## src/rtl/lsa_pkg.sv

```systemverilog
package lsa_pkg;
  // pixels per frame; one sensor clock per pixel
  localparam int unsigned NPIX      = 64;
  localparam int unsigned IDX_W     = $clog2(NPIX);
  // 0-based edge count (start edge = 0) at which the terminating edge has occurred
  localparam int unsigned TERM_EDGE = NPIX;
  // smallest legal start-to-start spacing in sensor clocks
  localparam int unsigned MIN_GAP   = NPIX + 2;

  typedef enum logic {ST_IDLE, ST_RUN} seq_state_t;
endpackage

```

## src/rtl/lsa_clkgen.sv

```systemverilog
module lsa_clkgen #(
  parameter int unsigned CLK_DIV = 4
) (
  input  logic                        clk,
  input  logic                        rst_n,
  input  logic                        run,
  output logic                        sen_clk,
  output logic                        rise,
  output logic                        fall,
  output logic [$clog2(CLK_DIV)-1:0]  phase
);
  localparam int unsigned PH_W = $clog2(CLK_DIV);
  localparam int unsigned HALF = CLK_DIV / 2;
  localparam logic [PH_W-1:0] PH_LAST     = PH_W'(CLK_DIV - 1);
  localparam logic [PH_W-1:0] PH_HALF     = PH_W'(HALF);
  localparam logic [PH_W-1:0] PH_PRE_FALL = PH_W'(HALF - 1);

  logic [PH_W-1:0] ph_q, ph_nxt;
  logic            clk_q;

  // parked at the start of the low half so a restart begins with a low phase
  always_comb begin
    if (!run)                 ph_nxt = PH_HALF;
    else if (ph_q == PH_LAST) ph_nxt = '0;
    else                      ph_nxt = ph_q + PH_W'(1);
  end

  always_ff @(posedge clk) begin
    if (!rst_n) begin
      ph_q  <= PH_HALF;
      clk_q <= 1'b0;
    end else begin
      ph_q  <= ph_nxt;
      clk_q <= run && (ph_nxt < PH_HALF);
    end
  end

  assign rise    = run && (ph_q == PH_LAST);
  assign fall    = run && (ph_q == PH_PRE_FALL);
  assign sen_clk = clk_q;
  assign phase   = ph_q;

  AST_RISE_HIGH: assert property (@(posedge clk) disable iff (!rst_n) rise |=> clk_q);
  AST_FALL_LOW:  assert property (@(posedge clk) disable iff (!rst_n) fall |=> !clk_q);
  AST_PARK_LOW:  assert property (@(posedge clk) disable iff (!rst_n) !run |=> !clk_q);
endmodule

```

## src/rtl/lsa_frame_ctl.sv

```systemverilog
module lsa_frame_ctl
  import lsa_pkg::*;
#(
  parameter int unsigned LEN_W = 8
) (
  input  logic             clk,
  input  logic             rst_n,
  input  logic             enable,
  input  logic [LEN_W-1:0] expo_len,
  input  logic             rise,
  input  logic             fall,
  output logic             run,
  output logic             si,
  output logic [LEN_W-1:0] edge_idx,
  output logic             flush,
  output logic             done
);
  localparam logic [LEN_W-1:0] TERM  = LEN_W'(TERM_EDGE);
  localparam logic [LEN_W-1:0] FLOOR = LEN_W'(MIN_GAP);

  seq_state_t       state_q;
  logic [LEN_W-1:0] cnt_q, len_q, len_clamp;
  logic             si_q, flush_q, done_q;

  assign len_clamp = (expo_len < FLOOR) ? FLOOR : expo_len;

  always_ff @(posedge clk) begin
    if (!rst_n) begin
      state_q <= ST_IDLE;
      cnt_q   <= TERM;
      len_q   <= FLOOR;
      si_q    <= 1'b0;
      flush_q <= 1'b1;
      done_q  <= 1'b0;
    end else begin
      done_q <= 1'b0;
      case (state_q)
        ST_IDLE: begin
          if (enable) begin
            state_q <= ST_RUN;
            si_q    <= 1'b1;
          end
        end
        default: begin
          if (rise) begin
            if (si_q) begin
              cnt_q <= '0;
              len_q <= len_clamp;
            end else begin
              cnt_q <= cnt_q + LEN_W'(1);
              if (cnt_q == TERM - LEN_W'(1)) begin
                done_q  <= 1'b1;
                flush_q <= 1'b0;
              end
            end
          end
          if (fall) begin
            if (si_q) begin
              si_q <= 1'b0;
            end else if (cnt_q >= TERM) begin
              if (!enable)                          state_q <= ST_IDLE;
              else if (cnt_q == len_q - LEN_W'(1))  si_q    <= 1'b1;
            end
          end
        end
      endcase
    end
  end

  assign run      = (state_q == ST_RUN);
  assign si       = si_q;
  assign edge_idx = cnt_q;
  assign flush    = flush_q;
  assign done     = done_q;

  AST_START_AFTER_TERM: assert property (@(posedge clk) disable iff (!rst_n) (rise && si_q) |-> (cnt_q >= TERM));
  AST_DONE_PULSE:       assert property (@(posedge clk) disable iff (!rst_n) done_q |=> !done_q);
  AST_IDLE_SI_LOW:      assert property (@(posedge clk) disable iff (!rst_n) (state_q == ST_IDLE) |-> !si_q);
  AST_LEN_FLOOR:        assert property (@(posedge clk) disable iff (!rst_n) len_q >= FLOOR);
endmodule

```

## src/rtl/lsa_strobe_gen.sv

```systemverilog
module lsa_strobe_gen
  import lsa_pkg::*;
#(
  parameter int unsigned CLK_DIV = 4,
  parameter int unsigned SETTLE  = 1,
  parameter int unsigned LEN_W   = 8
) (
  input  logic                       clk,
  input  logic                       rst_n,
  input  logic                       run,
  input  logic [$clog2(CLK_DIV)-1:0] phase,
  input  logic [LEN_W-1:0]           edge_idx,
  input  logic                       flush,
  output logic                       strobe,
  output logic [IDX_W-1:0]           pix_idx
);
  localparam int unsigned PH_W = $clog2(CLK_DIV);
  localparam logic [PH_W-1:0]  PH_HIT = PH_W'(SETTLE - 1);
  localparam logic [LEN_W-1:0] TERM   = LEN_W'(TERM_EDGE);

  logic             strobe_q, strobe_nxt;
  logic [IDX_W-1:0] idx_q;

  // phase restarts at 0 on the selecting edge, so PH_HIT lands SETTLE cycles after it
  assign strobe_nxt = run && (phase == PH_HIT) && (edge_idx < TERM) && !flush;

  always_ff @(posedge clk) begin
    if (!rst_n) begin
      strobe_q <= 1'b0;
      idx_q    <= '0;
    end else begin
      strobe_q <= strobe_nxt;
      if (strobe_nxt) idx_q <= edge_idx[IDX_W-1:0];
    end
  end

  assign strobe  = strobe_q;
  assign pix_idx = idx_q;

  AST_STROBE_PULSE:    assert property (@(posedge clk) disable iff (!rst_n) strobe_q |=> !strobe_q);
  AST_FLUSH_NO_STROBE: assert property (@(posedge clk) disable iff (!rst_n) flush |-> !strobe_q);
endmodule

```

## src/rtl/lsa_readout_seq.sv

```systemverilog
module lsa_readout_seq
  import lsa_pkg::*;
#(
  parameter int unsigned CLK_DIV = 4,
  parameter int unsigned SETTLE  = 1,
  parameter int unsigned LEN_W   = 8
) (
  input  logic             clk,
  input  logic             rst_n,
  input  logic             enable,
  input  logic [LEN_W-1:0] expo_len,
  output logic             sen_si,
  output logic             sen_clk,
  output logic             adc_strobe,
  output logic [5:0]       pix_idx,
  output logic             frame_done
);
  localparam int unsigned PH_W = $clog2(CLK_DIV);

  logic             run, rise, fall, flush;
  logic [PH_W-1:0]  phase;
  logic [LEN_W-1:0] edge_idx;

  lsa_clkgen #(.CLK_DIV(CLK_DIV)) u_clk (
    .clk(clk), .rst_n(rst_n), .run(run),
    .sen_clk(sen_clk), .rise(rise), .fall(fall), .phase(phase)
  );

  lsa_frame_ctl #(.LEN_W(LEN_W)) u_ctl (
    .clk(clk), .rst_n(rst_n), .enable(enable), .expo_len(expo_len),
    .rise(rise), .fall(fall), .run(run), .si(sen_si),
    .edge_idx(edge_idx), .flush(flush), .done(frame_done)
  );

  lsa_strobe_gen #(.CLK_DIV(CLK_DIV), .SETTLE(SETTLE), .LEN_W(LEN_W)) u_stb (
    .clk(clk), .rst_n(rst_n), .run(run), .phase(phase),
    .edge_idx(edge_idx), .flush(flush),
    .strobe(adc_strobe), .pix_idx(pix_idx)
  );

  AST_SI_CLK_LOW:   assert property (@(posedge clk) disable iff (!rst_n)
                      (sen_si != $past(sen_si)) |-> !sen_clk);
  AST_DONE_CLK_HIGH: assert property (@(posedge clk) disable iff (!rst_n)
                      frame_done |-> sen_clk);
endmodule

```

## config.mk

```make
export PLATFORM = sky130hd
export DESIGN_NAME = lsa_readout_seq
export DESIGN_NICKNAME = d
export VERILOG_FILES = /design/src/rtl/lsa_pkg.sv /design/src/rtl/lsa_clkgen.sv /design/src/rtl/lsa_frame_ctl.sv /design/src/rtl/lsa_strobe_gen.sv /design/src/rtl/lsa_readout_seq.sv
export SDC_FILE = /design/constraint.sdc
export NUM_CORES = 1
export LEC_CHECK = 0
export BUFFER_PORTS_ARGS = -buffer_cell sky130_fd_sc_hd__clkbuf_2
export CORE_ASPECT_RATIO = 1.25
export CORE_MARGIN = 10
export CORE_UTILIZATION = 50
export DETAILED_ROUTE_END_ITERATION = 7
export GPL_TIMING_DRIVEN = 0
export PLACE_DENSITY = 0.71
export SLEW_MARGIN = 20
export SYNTH_ARGS = -nofsm -noshare
export SYNTH_HDL_FRONTEND = slang
export SYNTH_SLANG_ARGS = --single-unit
```

## constraint.sdc

```tcl
create_clock -name clk -period 2.05 [get_ports clk]
set_input_delay 0.1025 -clock clk [delete_from_list [all_inputs] [get_ports clk]]
set_output_delay 0.1025 -clock clk [all_outputs]
set_load 0.05 [all_outputs]
```

# Yosys cells after proc, flatten, opt, wreduce, memory -nomap -nowiden
# Cells that the tools add are included.
dict set report word_totals {
  input_bits 11
  output_inout_bits 10
  word_cells 57
  ff_bits 30
}
dict set report op_classes {
  n_bitwise 4
  addsub 3
  eq_ne 5
  magnitude_cmp 4
  n_mux 17
  n_reduce_logical 14
}
# cell n
set op_table {}
lappend op_table {{< comparator 8 x 7 -> 1 bit (second input constant)} 2}
lappend op_table {{2-to-1 mux 8 bit} 2}
lappend op_table {{2-to-1 mux 1 bit} 13}
lappend op_table {{adder 8 x 1 -> 8 bit (second input constant)} 1}
lappend op_table {{equality test 8 x 6 -> 1 bit (second input constant)} 1}
lappend op_table {{equality test 8 bit} 1}
lappend op_table {{>= comparator 8 x 7 -> 1 bit (second input constant)} 1}
lappend op_table {{subtractor 8 x 1 -> 8 bit (second input constant)} 1}
lappend op_table {{logical AND 1 bit} 6}
lappend op_table {{2-to-1 mux 2 bit} 2}
lappend op_table {{NOT 1 bit} 4}
lappend op_table {{AND reduction 2 bit} 2}
lappend op_table {{AND reduction 4 bit} 1}
lappend op_table {{OR reduction 4 bit} 1}
lappend op_table {{AND reduction 3 bit} 1}
lappend op_table {{adder 2 x 1 -> 2 bit (second input constant)} 1}
lappend op_table {{equality test 2 x 1 -> 1 bit (second input constant)} 1}
lappend op_table {{equality test 2 bit (second input constant)} 1}
lappend op_table {{zero test 2 bit} 1}
lappend op_table {{< comparator 2 bit (second input constant)} 1}
lappend op_table {{!= test 2 bit (second input constant)} 1}
lappend op_table {{nonzero test 2 bit} 1}
lappend op_table {{zero test 1 bit} 1}

# Depth between registers and ports, before layout
dict set report depth {
  word_depth 8
  depth_mapped 8
  depth_no_buf 7
}

# Modules after synthesis
# From an unflattened synthesis, not the netlist that was laid out.
dict set report unflattened {
  cells_unflattened 161
  hier_area_um2 1450.1
}
# module cells_each area_per_inst_um2 seq_area_each_um2 n_inst
set modules_own_cells {}
lappend modules_own_cells {lsa_frame_ctl 121 1038.5 400.4 1}
lappend modules_own_cells {lsa_strobe_gen 29 282.8 140.1 1}
lappend modules_own_cells {lsa_clkgen 11 128.9 60.1 1}

# Worst setup path after synthesis
# Ideal clock, no wire load.
dict set report synth_path {
  kind {reg-to-reg}
  from {register u_ctl.len_q[0]}
  to {register u_ctl.si_q (netlist: u_ctl.si)}
  stages_incl_launch_ff 9
  slack_ns 0.210
  required_ns 1.954
  synth_period_minus_slack_ns 1.840
  arrival_time_ns 1.744
  path_buffers 1
  setup_ns 0.096
  cell_sequence {dfxtp_1 > inv_1 > ha_1 > clkbuf_1 > o21bai_1 > a211o_1 > a21oi_1 > nor2_2 > o41ai_2}
}
dict set report synth_via {
  elab_chain_cells 8
}
# element line_no
set synth_lines {}
lappend synth_lines {{start, declared} lsa_frame_ctl.sv:22} ;# logic [LEN_W-1:0] cnt_q, len_q, len_clamp;
lappend synth_lines {{start signal, assigned} lsa_frame_ctl.sv:48} ;# len_q <= len_clamp;
lappend synth_lines {{subtractor 8 x 1 -> 8 bit} lsa_frame_ctl.sv:62} ;# else if (cnt_q == len_q - LEN_W'(1)) si_q <= 1'b1;
lappend synth_lines {{equality test 8 bit} lsa_frame_ctl.sv:62}
lappend synth_lines {{2-to-1 mux 1 bit} lsa_frame_ctl.sv:62}
lappend synth_lines {{2-to-1 mux 1 bit} lsa_frame_ctl.sv:61} ;# if (!enable) state_q <= ST_IDLE;
lappend synth_lines {{2-to-1 mux 1 bit} lsa_frame_ctl.sv:60} ;# end else if (cnt_q >= TERM) begin
lappend synth_lines {{2-to-1 mux 1 bit} lsa_frame_ctl.sv:58} ;# if (si_q) begin
lappend synth_lines {{2-to-1 mux 1 bit} lsa_frame_ctl.sv:57} ;# if (fall) begin
lappend synth_lines {{2-to-1 mux 1 bit} lsa_frame_ctl.sv:37} ;# case (state_q)
lappend synth_lines {{end signal, assigned} lsa_frame_ctl.sv:41} ;# si_q <= 1'b1;
lappend synth_lines {{end signal, assigned} lsa_frame_ctl.sv:59} ;# si_q <= 1'b0;
lappend synth_lines {{end signal, assigned} lsa_frame_ctl.sv:62}
lappend synth_lines {{end, declared} lsa_frame_ctl.sv:23} ;# logic si_q, flush_q, done_q;
# No other way between the ends. The select of a mux whose other input is x is not followed.
# A chain may end at the register's enable or synchronous reset.

# Worst setup path in the final report
dict set report layout_path {
  from {register u_ctl.len_q[1]}
  to {register u_ctl.si_q (netlist: u_ctl.si)}
}
# Same word-level chain as after synthesis.

==> flow_metrics.env <==
export IMPL_path_clk_slew_ns=0.08
export IMPL_fin_crit_ns=1.822
export IMPL_cp_max_fo=8
export IMPL_die_x_um=68.69
export IMPL_clock_sinks=30
export IMPL_period_share=0.8889
export IMPL_path_cells="inv_1, ha_2, o21bai_1, a211o_1, a21oi_1, nor2_2, o41ai_2"
export IMPL_syn_inst=162
export IMPL_post_cts_setup_buffer_count=0
export IMPL_ys_seq_area_frac=0.4054
export IMPL_power_density_nw_per_um2=592.2
export IMPL_num_rows=22
export IMPL_diodes=0
export IMPL_critical_path_arrival_ns=2.05
export IMPL_drc=0
export IMPL_fmax_ghz=0.5488
export IMPL_wl_met1_mm=1.320
export IMPL_synthTopCellsByCount="dfxtp_1 (30), nand2_1 (13), nor2b_1 (11), inv_1 (9)"
export IMPL_die_area_sq_um=5554
export IMPL_dr_max_layer_used="met4"
export IMPL_insertion_delay_ns=0.32
export IMPL_synth_cell_types=41
export IMPL_max_cap_viol_count=0
export IMPL_grt_pass1_vias=1203
export IMPL_yosys_warnings=0
export IMPL_path_buf_inv=1
export IMPL_clock_path_buffers=2
export IMPL_outcome="finished clean"
export IMPL_cp_slowest_cell="dfxtp_1"
export IMPL_endpoint_kind="flop"
export IMPL_drive_above_1_share=0.2021
export IMPL_critPathMaxStageDelay_ns=0.40
export IMPL_overflow=0
export IMPL_setup_viol=0
export IMPL_maxSlewViolCount=0
export IMPL_synth_most_common_cell="dfxtp_1"
export IMPL_cp_start_kind="flop"
export IMPL_ant_nets=0
export IMPL_synth_flop_cell="dfxtp_1"
export IMPL_die_h_um=80.86
export IMPL_drt_wirelength_per_cell_um=14.21
export IMPL_fin_skew_ns=0.005226
export IMPL_synthTopCellsByArea="dfxtp_1 (41%), xnor2_1 (4.7%), xor2_1 (4.7%)"
export IMPL_core_area_sq_um=2890
export IMPL_met3_length_um=156
export IMPL_setup_tns_ns=0
export IMPL_peakVddDrop_mv=0.4392
export IMPL_cts_inserted_buffers=5
export IMPL_relSlewSlack=0.5955
export IMPL_cts_root_buffer="clkbuf_4"
export IMPL_h_tree_depth=2
export IMPL_syn2layout_area_growth_pct=13.94
export IMPL_viasPerCell=5.250
export IMPL_synth_net_count=178
export IMPL_synth_area_sq_um=1481
export IMPL_rsz0062_at_grt="false"
export IMPL_leakage_nw=0.7121
export IMPL_async_flop_share=0
export IMPL_hold_path_class="in2reg"
export IMPL_drtIter0Drc=40
export IMPL_hold_worst_slack_ns=0.01663
export IMPL_dp_hpwl_mm=2.427
export IMPL_synth_top_area_frac=0.4054
export IMPL_nNetsFinal=205
export IMPL_gr_usage_all_layers=0.1298
export IMPL_hold_violations=0
export IMPL_grt_pass1_wl_mm=5.533
export IMPL_globalplace_congestion=0.8215
export IMPL_io_pins=21
export IMPL_grt_max_degree=11
export IMPL_met2_length_mm=1.619
export IMPL_io_buffers=20
export IMPL_cp_required_ns=2.28
export IMPL_vias=1176
export IMPL_avgSynthCellArea_sq_um=9.145
export IMPL_ys_ff_latch=30
export IMPL_tightest_slew_ns=0.6022
export IMPL_wl_mm=3.182
export IMPL_worstSetupPathType="reg2reg"
export IMPL_antenna_found_initial=0
export IMPL_dr_pass1_iters=4
export IMPL_tritoncts="yes"
export IMPL_yosysTopAreaCell="dfxtp_1"
export IMPL_start_util=0.5126
export IMPL_synth_edf_count=0
export IMPL_critical_path_top_delay_family="compound AO/OA/AOI/OAI gates"
[power by group]
| group | internal [mW] | switching (mW) |
|---|---|---|
| Combinational | 0.0260 | 0.0365 |
| Sequential | 0.589 | 0.00860 |
| Clock | 0.154 | 0.186 |
[metal layers]
metal / global-route usage / vias up
li1: - / 605
met1: 0.1350 / 542
met2: 0.2181 / 21
met3: 0.04683 / 8
met4: 0.07258 / 0
met5: 0 / -
[registers in the layout, indices dropped and copies added (netlist names)]
signal	cells
u_stb.pix_idx	6
u_clk.sen_clk	1
u_ctl.done	1
u_stb.strobe	1
u_ctl.len_q	8
u_ctl.edge_idx	8
u_ctl.si	1
u_ctl.flush	1
u_ctl.run	1
u_clk.phase	2
[placed cells by master, fill, tap and decap left out, types with 2 or more instances in the layout]
| master | count |
|---|---|
| nand3_1 | 4 |
| xor2_1 | 8 |
| nand2_1 | 13 |
| nor3_1 | 4 |
| dfxtp_1 | 29 |
| a22o_1 | 4 |
| nor2_1 | 7 |
| nor4_1 | 2 |
| ha_1 | 4 |
| and2_1 | 4 |
| and3_1 | 3 |
| inv_1 | 9 |
| or4_1 | 2 |
| xnor2_1 | 8 |
| mux2i_1 | 6 |
| a21oi_1 | 8 |
| clkbuf_2 | 21 |
| o21ai_0 | 7 |
| clkbuf_4 | 5 |
| nand4_1 | 2 |
| clkbuf_1 | 3 |
| nor2b_1 | 11 |
[final cells by class]
class | instances | area (sq um)
plain buffers | 6 | 31.28
clock buffers | 6 | 51.30
fillers | 271 | 1202
inverters | 9 | 33.78
multi-input cells | 116 | 814.5
flip-flops and latches | 30 | 601.8
well taps | 36 | 45.04
repair buffers | 21 | 110.1
[path summary, 6_finish.rpt]
path                                                   from                          end  slack, ns  cells after the start
worst max-delay path            u_ctl.len_q[1]$_SDFFE_PN1P_        u_ctl.si$_SDFFE_PN0P_       0.23                      7
worst min-delay path                            expo_len[2]  u_ctl.len_q[2]$_SDFFE_PN0P_       0.02                      2
worst max register to register  u_ctl.len_q[1]$_SDFFE_PN1P_        u_ctl.si$_SDFFE_PN0P_       0.23                      7
worst min register to register  u_ctl.len_q[7]$_SDFFE_PN0P_  u_ctl.len_q[7]$_SDFFE_PN0P_       0.48                      2
[logic make-up (layout without fill, tap and decap cells)]
logic type                 after synthesis  after routing  synth area share
muxes                                    6              6           0.04054
DFF                                     30             30            0.4054
buffers and inverters                   16             42           0.04644
xor gates and xnor gates                16             16           0.09460
adders and majority gates                5              5           0.04223
and+or+nand+nor                         60             60            0.2365
AOI/OAI and AO/OA                       29             29            0.1343
[through the flow]
| stage | worst slack, ns | std cells | area (sq um) | util | total power [mW] |
|---|---|---|---|---|---|
| after floorplan | 0.2100 | 162 | 1481 | - | 0.6480 |
| after global placement | 0.06744 | 218 | 1627 | 0.5628 | 0.6705 |
| after detailed placement | -0.02388 | 218 | 1627 | 0.5628 | 0.6718 |
| after CTS | 0.04902 | 225 | 1689 | 0.5844 | 1.012 |
| after global routing | 0.07355 | 224 | 1688 | 0.5840 | 1.042 |
| final | 0.2277 | 224 | 1688 | 0.5840 | 0.9996 |
[repair_timing]
item,CTS,global route
endpoints found under the hold margin,1,0
hold buffers,1,0
gates resized for setup,1,1
endpoints found under the setup margin,1,1
No activity file was read; power rests on OpenSTA's default activity.
